===== src/rtl/rank_rec_pkg.sv =====
package rank_rec_pkg;

  // Width of a rank value for a given number of lines (at least one bit).
  function automatic int unsigned rank_width(input int unsigned n_lines);
    return (n_lines < 2) ? 1 : $clog2(n_lines);
  endfunction

endpackage


===== src/rtl/rank_line_sync.sv =====
module rank_line_sync #(
  parameter int unsigned N_LINES = 8
) (
  input  logic               clk,
  input  logic               rst_n,
  input  logic               clear_i,
  input  logic [N_LINES-1:0] line_i,
  output logic [N_LINES-1:0] rise_o
);

  logic [N_LINES-1:0] meta_q, meta_d;
  logic [N_LINES-1:0] stab_q, stab_d;
  logic [N_LINES-1:0] hist_q, hist_d;

  // Next state: two-flop synchronizer plus one history stage.
  // A clear empties the history so lines held high are seen as new.
  always_comb begin
    meta_d = line_i;
    stab_d = meta_q;
    hist_d = clear_i ? '0 : stab_q;
  end

  always_ff @(posedge clk or negedge rst_n) begin
    if (!rst_n) begin
      meta_q <= '0;
      stab_q <= '0;
      hist_q <= '0;
    end else begin
      meta_q <= meta_d;
      stab_q <= stab_d;
      hist_q <= hist_d;
    end
  end

  genvar g;
  generate
    for (g = 0; g < N_LINES; g++) begin : g_edge
      assign rise_o[g] = stab_q[g] & ~hist_q[g];
    end
  endgenerate

  // A rise seen now must be remembered in the history unless a clear intervenes.
  assert_rise_consumed_R2: assert property (@(posedge clk) disable iff (!rst_n)
    (rise_o[0] && !clear_i) |=> hist_q[0]);

endmodule


===== src/rtl/rank_counter.sv =====
module rank_counter #(
  parameter int unsigned N_LINES = 8,
  parameter int unsigned RANK_W  = 3
) (
  input  logic              clk,
  input  logic              rst_n,
  input  logic              clear_i,
  input  logic              adv_i,
  output logic [RANK_W-1:0] cnt_o
);

  localparam logic [RANK_W-1:0] CNT_MAX = RANK_W'(N_LINES - 1);

  logic [RANK_W-1:0] cnt_q, cnt_d;
  logic              at_max;
  logic              cnt_en;

  always_comb begin
    at_max = (cnt_q == CNT_MAX);
    cnt_en = clear_i | (adv_i & ~at_max);
    if (clear_i) cnt_d = '0;
    else         cnt_d = cnt_q + RANK_W'(1);
  end

  always_ff @(posedge clk or negedge rst_n) begin
    if (!rst_n)      cnt_q <= '0;
    else if (cnt_en) cnt_q <= cnt_d;
  end

  assign cnt_o = cnt_q;

  assert_count_step_R3: assert property (@(posedge clk) disable iff (!rst_n)
    !clear_i |=> (cnt_q == $past(cnt_q)) || (cnt_q == $past(cnt_q) + RANK_W'(1)));

  assert_count_hold_R3: assert property (@(posedge clk) disable iff (!rst_n)
    (!clear_i && !adv_i) |=> $stable(cnt_q));

  assert_no_overflow_R3: assert property (@(posedge clk) disable iff (!rst_n)
    cnt_q <= CNT_MAX);

endmodule


===== src/rtl/rank_cell.sv =====
module rank_cell #(
  parameter int unsigned RANK_W = 3
) (
  input  logic              clk,
  input  logic              rst_n,
  input  logic              clear_i,
  input  logic              rise_i,
  input  logic [RANK_W-1:0] cnt_i,
  output logic              capture_o,
  output logic [RANK_W-1:0] rank_o,
  output logic              valid_o
);

  logic [RANK_W-1:0] rank_q, rank_d;
  logic              valid_q, valid_d;
  logic              cell_en;

  // Capture only on a fresh edge of an unranked line, never during a clear.
  always_comb begin
    capture_o = rise_i & ~valid_q & ~clear_i;
    cell_en   = clear_i | capture_o;
    if (clear_i) begin
      rank_d  = '0;
      valid_d = 1'b0;
    end else begin
      rank_d  = cnt_i;
      valid_d = 1'b1;
    end
  end

  always_ff @(posedge clk or negedge rst_n) begin
    if (!rst_n) begin
      rank_q  <= '0;
      valid_q <= 1'b0;
    end else if (cell_en) begin
      rank_q  <= rank_d;
      valid_q <= valid_d;
    end
  end

  assign rank_o  = rank_q;
  assign valid_o = valid_q;

  assert_capture_R2: assert property (@(posedge clk) disable iff (!rst_n)
    (rise_i && !valid_q && !clear_i) |=> (valid_q && rank_q == $past(cnt_i)));

  assert_write_once_R5: assert property (@(posedge clk) disable iff (!rst_n)
    (valid_q && !clear_i) |=> (valid_q && $stable(rank_q)));

  assert_clear_R6: assert property (@(posedge clk) disable iff (!rst_n)
    clear_i |=> (!valid_q && rank_q == '0));

endmodule


===== src/rtl/rank_recorder.sv =====
module rank_recorder #(
  parameter int unsigned N_LINES = 8,
  parameter int unsigned RANK_W  = rank_rec_pkg::rank_width(N_LINES)
) (
  input  logic                      clk,
  input  logic                      rst_n,
  input  logic                      start_i,
  input  logic [N_LINES-1:0]        sw_i,
  output logic [N_LINES*RANK_W-1:0] rank_o,
  output logic [N_LINES-1:0]        valid_o,
  output logic                      all_ranked_o
);

  logic [N_LINES-1:0] rise;
  logic [N_LINES-1:0] capture;
  logic [RANK_W-1:0]  cnt;
  logic               any_capture;

  rank_line_sync #(.N_LINES(N_LINES)) u_sync (
    .clk     (clk),
    .rst_n   (rst_n),
    .clear_i (start_i),
    .line_i  (sw_i),
    .rise_o  (rise)
  );

  assign any_capture = |capture;

  rank_counter #(.N_LINES(N_LINES), .RANK_W(RANK_W)) u_cnt (
    .clk     (clk),
    .rst_n   (rst_n),
    .clear_i (start_i),
    .adv_i   (any_capture),
    .cnt_o   (cnt)
  );

  genvar g;
  generate
    for (g = 0; g < N_LINES; g++) begin : g_cell
      rank_cell #(.RANK_W(RANK_W)) u_cell (
        .clk       (clk),
        .rst_n     (rst_n),
        .clear_i   (start_i),
        .rise_i    (rise[g]),
        .cnt_i     (cnt),
        .capture_o (capture[g]),
        .rank_o    (rank_o[g*RANK_W +: RANK_W]),
        .valid_o   (valid_o[g])
      );
    end
  endgenerate

  assign all_ranked_o = &valid_o;

  // Lines captured in the same cycle end up with equal ranks.
  assert_tie_R4: assert property (@(posedge clk) disable iff (!rst_n)
    (capture[0] && capture[N_LINES-1]) |=>
      (rank_o[0 +: RANK_W] == rank_o[(N_LINES-1)*RANK_W +: RANK_W]));

  assert_start_clear_R6: assert property (@(posedge clk) disable iff (!rst_n)
    start_i |=> (valid_o == '0 && !all_ranked_o));

  // Each newly ranked line leaves the counter one step further (until saturation).
  assert_advance_R3: assert property (@(posedge clk) disable iff (!rst_n)
    (any_capture && cnt != RANK_W'(N_LINES - 1)) |=> cnt == $past(cnt) + RANK_W'(1));

endmodule


===== config.mk =====
export PLATFORM = sky130hd
export DESIGN_NAME = rank_recorder
export DESIGN_NICKNAME = d
export VERILOG_FILES = /design/src/rtl/rank_rec_pkg.sv /design/src/rtl/rank_line_sync.sv /design/src/rtl/rank_counter.sv /design/src/rtl/rank_cell.sv /design/src/rtl/rank_recorder.sv
export SDC_FILE = /design/constraint.sdc
export NUM_CORES = 1
export LEC_CHECK = 0
export ABC_CLOCK_PERIOD_IN_PS = 1510
export BUFFER_PORTS_ARGS = -buffer_cell sky130_fd_sc_hd__buf_2
export CORE_MARGIN = 8
export CORE_UTILIZATION = 49
export DETAILED_ROUTE_END_ITERATION = 12
export PLACE_DENSITY = 0.85
export SLEW_MARGIN = 20
export SYNTH_ARGS = -nofsm -noshare
export SYNTH_HDL_FRONTEND = slang
export SYNTH_SLANG_ARGS = --single-unit

===== constraint.sdc =====
create_clock -name clk -period 1.51 [get_ports clk]
set_input_delay 0.151 -clock clk [delete_from_list [all_inputs] [get_ports clk]]
set_output_delay 0.151 -clock clk [all_outputs]
set_load 0.02 [all_outputs]

### Word level (Yosys, flattened, before mapping)

Cells that the tools add are included.

| cells by class | value |
|---|---|
| muxes and demuxes | 4 |
| eq/ne operators | 1 |
| reduce and logical (&&, ||, !) cells | 2 |
| bitwise logic cells | 52 |
| $add $sub $neg | 1 |

Operators with widths:

| kind | count |
|---|---|
| 1-bit AND | 25 |
| 1-bit NOT | 18 |
| 1-bit bitwise OR | 9 |
| 8-bit 2-to-1 mux | 1 |
| 8-bit AND reduction | 1 |
| 8-bit OR reduction | 1 |
| 3-bit 2-to-1 mux | 2 |
| 3-bit by 1-bit adder with 3-bit output (second input constant) | 1 |
| 3-bit == test (second input constant) | 1 |
| 1-bit 2-to-1 mux | 1 |

| storage, ports and cells | value |
|---|---|
| output and inout bits | 33 |
| logic and storage cells | 80 |
| flip-flop bits (word level) | 59 |

### Depth between registers and ports, before layout

Gate-level depths: netlist of run 1.

| logic depth | value |
|---|---|
| depth after elaboration | 7 |
| depth in mapped cells | 4 |

### Hierarchy

A second synthesis of run 1 with hierarchy kept.

| second synthesis, totals | value |
|---|---|
| cells, all modules | 197 |
| area, all modules | 2488.6 µm² |

Modules (own cells, without submodules):

| module | cells each | times used | area each (µm²) | seq. area each (µm²) |
|---|---|---|---|---|
| rank_cell | 17 | 8 | 196.4 | 100.1 |
| rank_line_sync | 40 | 1 | 700.7 | 600.6 |
| rank_counter | 15 | 1 | 183.9 | 75.1 |
| rank_recorder | 6 | 1 | 32.5 | 0.0 |

### Worst setup path before layout of run 1

OpenSTA, ideal clock, no wires.

| path | value |
|---|---|
| path kind | register to register |
| from | register g_cell[4].u_cell.valid_q |
| to | register u_cnt.cnt_q[0], in the netlist u_cnt.cnt_o[0] |
| arrival time | 1336 ps |
| data required time | 1385 ps |
| buffers on the path | 0 |
| clock period less this slack | 1461 ps |
| slack | 49 ps |
| stages on the path, launching flop included | 5 |
| cells stage by stage | dfrtp_1 nor3b_4 nor4_2 a21oi_2 mux2_4 |

| between the ends | value |
|---|---|
| longest elaborated chain between the ends | 6 |

Ends and longest elaborated chain:

| what | RTL line | source |
|---|---|---|
| from (decl) | rank_cell.sv:15 | `logic valid_q, valid_d;` |
| from (signal assigned) | rank_cell.sv:37 | `valid_q <= valid_d;` |
| 1-bit NOT | rank_cell.sv:20 | `capture_o = rise_i & ~valid_q & ~clear_i;` |
| 1-bit AND (2 in series) | rank_cell.sv:20 |  |
| 8-bit OR reduction | rank_recorder.sv:27 | `assign any_capture = \|capture;` |
| 1-bit AND | rank_counter.sv:20 | `cnt_en = clear_i \| (adv_i & ~at_max);` |
| 1-bit bitwise OR | rank_counter.sv:20 |  |
| to (signal assigned) | rank_counter.sv:27 | `else if (cnt_en) cnt_q <= cnt_d;` |
| to (decl) | rank_counter.sv:14 | `logic [RANK_W-1:0] cnt_q, cnt_d;` |

No other way between the ends.
A chain may end at the register's enable or synchronous reset.

### Worst setup path after layout of run 1

| path | value |
|---|---|
| from | register g_cell[4].u_cell.valid_q |
| to | output all_ranked_o |

| between the ends | value |
|---|---|
| longest elaborated chain between the ends | 1 |

Ends and longest elaborated chain:

| what | RTL line | source |
|---|---|---|
| 8-bit AND reduction | rank_recorder.sv:53 | `assign all_ranked_o = &valid_o;` |
| to (decl) | rank_recorder.sv:11 | `output logic all_ranked_o` |

No other way between the ends.

==> results of run 1 <==
timing repair:
action	in CTS	in global routing
hold endpoints to repair	67	0
buffers inserted	0	0
hold buffers	9	0
where the power goes:
part	switching [mW]	internal (mW)	total (mW)	leakage (nW)
clock	0.532	0.648	1.18	0.0803
sequential	0.0700	1.67	1.74	0.763
combinational	0.253	0.208	0.461	0.635
total	0.855	2.53	3.38	1.48
worst max-delay path, cell delays in order (launching register included):
cell,delay (ns)
dfrtp_1,0.45
nand4_1,0.12
nor2_1,0.16
buf_2,0.19
flip-flops by register name, indices dropped and copies added, names as in the netlist:
signal                 count
g_cell.u_cell.rank_o      24
g_cell.u_cell.valid_o      8
u_sync.hist_q              8
u_sync.meta_q              8
u_sync.stab_q              8
u_cnt.cnt_o                3
cell families after synthesis:
logic type      count (synthesis)  share of synthesized area
simple gates                   59                      0.169
mux                            27                      0.117
compound gates                  9                     0.0208
fa+ha+maj                       2                     0.0107
flops                          59                      0.630
buf+inv                        24                     0.0523
area by class of cell:
cell class,count,area (um^2)
clock buffers,12,155
well taps,54,67.6
flip-flops and latches,59,1480
inverters,8,30.0
multi-input cells,97,746
fillers,356,1760
repair buffers,67,430
worst max-delay path by stage:
stage	from	to	slack (ns)
floorplan	g_cell[4].u_cell.valid_o$_DFFE_PN0P_	u_cnt.cnt_o[0]$_DFFE_PN0P_	0.05
global placement	u_sync.stab_q[4]$_DFF_PN0_	u_cnt.cnt_o[0]$_DFFE_PN0P_	0.14
detailed placement	g_cell[5].u_cell.valid_o$_DFFE_PN0P_	u_cnt.cnt_o[0]$_DFFE_PN0P_	0.13
CTS	g_cell[4].u_cell.valid_o$_DFFE_PN0P_	all_ranked_o	0.11
global route	g_cell[5].u_cell.valid_o$_DFFE_PN0P_	u_cnt.cnt_o[2]$_DFFE_PN0P_	0.006
finish	g_cell[4].u_cell.valid_o$_DFFE_PN0P_	all_ranked_o	0.11
layout by cell type, fill, tap and decap left out:
master and n:
dfrtp_1 59, nor3b_4 8, buf_2 43, nand2b_1 4
clkbuf_8 11, a21oi_2 1, nor2b_1 9, inv_1 8
nor2_1 34, clkbuf_1 1, mux2i_1 26, mux2_4 1
ha_1 2, dlygate4sd3_1 9, buf_4 14, a21oi_1 8
nor4_2 2, buf_12 1, nand4_1 2
per-stage QoR:
step | hold WS [ns] | power (mW) | utilization | setup WS (ns)
2_1_floorplan | -0.145 | 2.05 | - | 0.0493
3_3_place_gp | 0.173 | 2.20 | 0.571 | 0.136
3_5_place_dp | 0.178 | 2.22 | 0.571 | 0.129
4_1_cts | 0.187 | 3.41 | 0.623 | 0.106
5_1_grt | 0.214 | 3.54 | 0.623 | 0.00601
6_report | 0.198 | 3.38 | 0.623 | 0.114
layer usage:
metal | vias to the layer above | global-route usage
met1 | 725 | 0.161
met5 | - | 0
li1 | 701 | -
met4 | 0 | 0.0939
met2 | 35 | 0.234
met3 | 10 | 0.0521
==> flow_summary.ini, run 1 <==
[grt]
grt_pass1_wl_um = 8110
antenna_found_initial = 0
grt_start_max_net_pins = 60
grt_pass1_vias = 1685
grt_overflow = 0
track_usage = 0.146

[place]
port_buffers = 43
dp.cells = 276
hpwl_um = 3280
placed_cell_area_um2 = 2660
gp_congestion = 0.729

[logic_synthesis]
synth_edf_count = 0
seq_area_frac_synth = 0.630
synth_area_leaders = dfrtp_1 63%, mux2i_1 11%, nor3b_4 6.4%
syn-num-nets = 193
synthArstFlopShare = 1.00
synth_cell_types = 16
ys_warn_count = 0
synth_most_common_cell = dfrtp_1
synth_commonest_cells = 59 x dfrtp_1, 34 x nor2_1, 26 x mux2i_1, 9 x nor2b_1
synth_cells = 180
ys_seq_elements = 59
synth_area_um2 = 2340
synth_flop_cell = dfrtp_1
synth_top_area_frac = 0.630
yosysTopAreaCell = dfrtp_1
syn_area_per_cell_um2 = 13.0

[worst_hold_path]
min_path_type = input port to flip-flop
hold_start = start_i
whs_endpoint = g_cell[7].u_cell.rank_o[0]$_DFFE_PN0P_
whs_path_depth = 2

[run]
cap_violations = 0

[critical_path]
arrival_ns = 1.25
crit_type = flip-flop to output pin
cp.required_ns = 1.36
r2r_cells = 4
startpoint_type = flip-flop
cp_max_fo = 4
critPathCaptureType = output pin
timing.rr.start = g_cell[4].u_cell.valid_o$_DFFE_PN0P_
rrSetupSlack_ns = 0.14
reg2reg_to = u_cnt.cnt_o[0]$_DFFE_PN0P_

[route]
ant_nets = 0
wl_per_cell_um = 15.6
met3_length_um = 244
top_layer = met4
num_vias = 1471
first_pass_iters = 4
drt_wl_total_um = 4620
drtIter0Drc = 118
met1Wirelength_um = 1970
drc = 0
vias_per_cell = 4.95
met2_length_um = 2300

[clock_network]
clkLatencyLatePin_ns = 0.33
cts.sinks = 59
cts.htree.levels = 3
cts_root_buffer = clkbuf_8
cts_buffer_depth = 2
cts_buffers = 9
cts_tree = done
cts.clk_slew.worst_paths_ns = 0.06
cts_resized = 0

[finish]
final_area_um2 = 2910
layoutNonFillerInstCount = 297
syn_to_final_growth_pct = 23.9
drive_above_1_share = 0.333
layout.nets = 255
antennaDiodeCount = 0

[outcome]
status = completed

[timing]
finClkSkew_ns = 0.00815
finalHoldViolations = 0
worst_pin_slew_ns = 0.328
tns_ns = 0
final-setup-viol-count = 0
fmax_mhz = 716
fin_crit_sh = 0.925
grt_setup_unrepaired = no
fin_crit_ns = 1.40
slew_violations = 0
slew_headroom = 0.781

[die]
ios = 44
core.rowCount = 25
core_um2 = 4660
initial_core_util = 0.503
die_w_um = 85.2
fp.dieArea_um2 = 7250
die_h_um = 85.2

[power_and_ir_drop]
peakVddDrop_uv = 729
p_leak_nw = 1.48
powerDensity_nw_per_um2 = 1160
Note: power is estimated with default switching activity, not from simulation.
==> run 2, diff against run 1 <==
--- a/config.mk
+++ b/config.mk
@@ -11,6 +11,7 @@
 export CORE_UTILIZATION = 49
 export DETAILED_ROUTE_END_ITERATION = 12
 export PLACE_DENSITY = 0.85
+export REMOVE_ABC_BUFFERS = 1
 export SLEW_MARGIN = 20
 export SYNTH_ARGS = -nofsm -noshare
 export SYNTH_HDL_FRONTEND = slang
==> run 2 against run 1 <==
Effect of this change: sequential cell count is the same; worst hold slack gained 0.0068 ns; final cell count grew 1.3%; critical path type is now flip-flop to flip-flop; global-route usage shrank 1.0 points; core utilization grew 2.0 points; via count grew 0.54%; highest routed layer unchanged; fmax grew 0.16%; sequential share of layout area shrank 1.6 points; cell area grew 3.3%.
==> flow_summary.ini, run 2 (same netlist as run 1, synthesis figures left out) <==
[run]
cap_violations = 0

[timing]
final-setup-viol-count = 0
finalHoldViolations = 0
finClkSkew_ns = 0.00588
worst_pin_slew_ns = 0.341
hold_slack_ns = 0.204
grt_setup_unrepaired = no
fin_crit_ns = 1.39
slew_headroom = 0.772
slew_violations = 0
fin_crit_sh = 0.923
fmax_mhz = 717
tns_ns = 0

[finish]
final_area_um2 = 3000
drive_above_1_share = 0.344
layout.nets = 255
n_fill_cell = 356
syn_to_final_growth_pct = 28.0
largest_register_ff_count = 24
antennaDiodeCount = 0
final_common_cell = dfrtp_1
layout_common_cells = 59 x dfrtp_1, 43 x buf_2, 34 x nor2_1

[clock_network]
post_cts_buffers = 0
cts_buffers = 9
clkLatencyLatePin_ns = 0.33
cts.clk_slew.worst_paths_ns = 0.06
cts.sinks = 59
cts_root_buffer = clkbuf_8
cts_tree = done
cts.htree.levels = 3
cts_buffer_depth = 2

[critical_path]
crit_type = flip-flop to flip-flop
max_stage_delay_ns = 0.43
startpoint_type = flip-flop
path_cells = nor3b_4 -> nor4_4 -> a21oi_2 -> mux2_4
cp.required_ns = 1.73
arrival_ns = 1.61
critPathCaptureType = flip-flop
critPathSlowestCell = dfrtp_1
r2r_cells = 4
cp_max_fo = 4

[route]
wl_per_cell_um = 14.9
num_vias = 1479
ant_nets = 0
drt_wl_total_um = 4490
drc = 0
first_pass_iters = 4
vias_per_cell = 4.91
drtIter0Drc = 53

[die]
initial_core_util = 0.503
core.rowCount = 25
fp.dieArea_um2 = 7250
ios = 44
core_um2 = 4660
die_h_um = 85.2
die_w_um = 85.2

[power_and_ir_drop]
combPwrFrac = 0.119
switchingPower_uw = 911
p_leak_nw = 1.52
powerDensity_nw_per_um2 = 1310
internal_power_mw = 3.02
p_sw_frac = 0.232
pwr-share-seq = 0.443
peakVddDrop_uv = 699
clkPwrFrac = 0.438

[grt]
grt_pass1_vias = 1538
antenna_found_initial = 0
grt_pass1_wl_um = 7440
grt_start_max_net_pins = 60
track_usage = 0.136
grt_overflow = 0

[outcome]
status = completed

[worst_hold_path]
whs_path_depth = 2
min_path_type = input port to flip-flop

[place]
port_buffers = 43
hpwl_um = 3130
gp_congestion = 0.691
placed_cell_area_um2 = 2660
## run 2: cell types whose count changed in the layout (fill, tap and decap cells not counted)
cell | previous run | this run
bufinv_16 | 0 | 3
nor4_4 | 0 | 1
nor4_2 | 2 | 1
clkinv_2 | 0 | 2
clkbuf_8 | 11 | 10
## run 2: final timing paths
kind / start / endpoint / slack (ns)
max: g_cell[0].u_cell.valid_o$_DFFE_PN0P_ / u_cnt.cnt_o[0]$_DFFE_PN0P_ / 0.12
min: start_i / g_cell[0].u_cell.rank_o[2]$_DFFE_PN0P_ / 0.20
max reg2reg: g_cell[0].u_cell.valid_o$_DFFE_PN0P_ / u_cnt.cnt_o[0]$_DFFE_PN0P_ / 0.12
min reg2reg: u_sync.meta_q[0]$_DFF_PN0_ / u_sync.stab_q[0]$_DFF_PN0_ / 0.35
max in group asynchronous: rst_n / g_cell[4].u_cell.rank_o[2]$_DFFE_PN0P_ / 0.91
min in group asynchronous: rst_n / u_sync.meta_q[7]$_DFF_PN0_ / 0.34
## run 2: area by class of cell
class / instances / area, um^2 / share of cell area
well taps: 54 / 67.6 / 0.0225
repair buffers: 67 / 430 / 0.143
clock inverters: 5 / 100 / 0.0334
clock buffers: 11 / 141 / 0.0471
multi-input cells: 97 / 754 / 0.251
flip-flops and latches: 59 / 1480 / 0.492
inverters: 8 / 30.0 / 0.0100
## run 2: metal layers
metal,up-vias,global-route usage,share of wire
li1,712,-,-
met1,719,0.155,0.44
met2,39,0.203,0.48
met3,9,0.0724,0.067
met4,0,0.0696,0.014
met5,-,0,0
## run 2: power groups by stage
stage                     Sequential, mW  Combinational (mW)  Clock (mW)
final                               1.74               0.468        1.72
after global routing                1.75               0.512        1.86
after CTS                           1.74               0.472        1.76
after detailed placement            1.77               0.454           0
after global placement              1.76               0.441           0
after floorplan                     1.83               0.171           0
## run 2: timing repair
| item | 4_1_cts | 5_1_grt |
|---|---|---|
| endpoints found under the hold margin | 67 | 0 |
| endpoints found under the setup margin | 0 | 3 |
| hold buffers | 9 | 0 |
| gates resized for setup | 0 | 1 |
## run 2: stage by stage
stage	setup WS, ns	total power, mW	util	cells
5_1_grt	0.0109	4.12	0.644	301
3_3_place_gp	0.138	2.20	0.571	276
3_5_place_dp	0.108	2.22	0.571	276
2_1_floorplan	-0.0431	2.00	-	164
6_report	0.116	3.93	0.644	301
4_1_cts	0.0944	3.98	0.642	301
## run 2: worst max-delay path: cells and delay by family, from the launching register on
kind	cells	cell delay [ns]
compound gates	1	0.18
flops	1	0.43
mux	1	0.31
simple gates	2	0.35
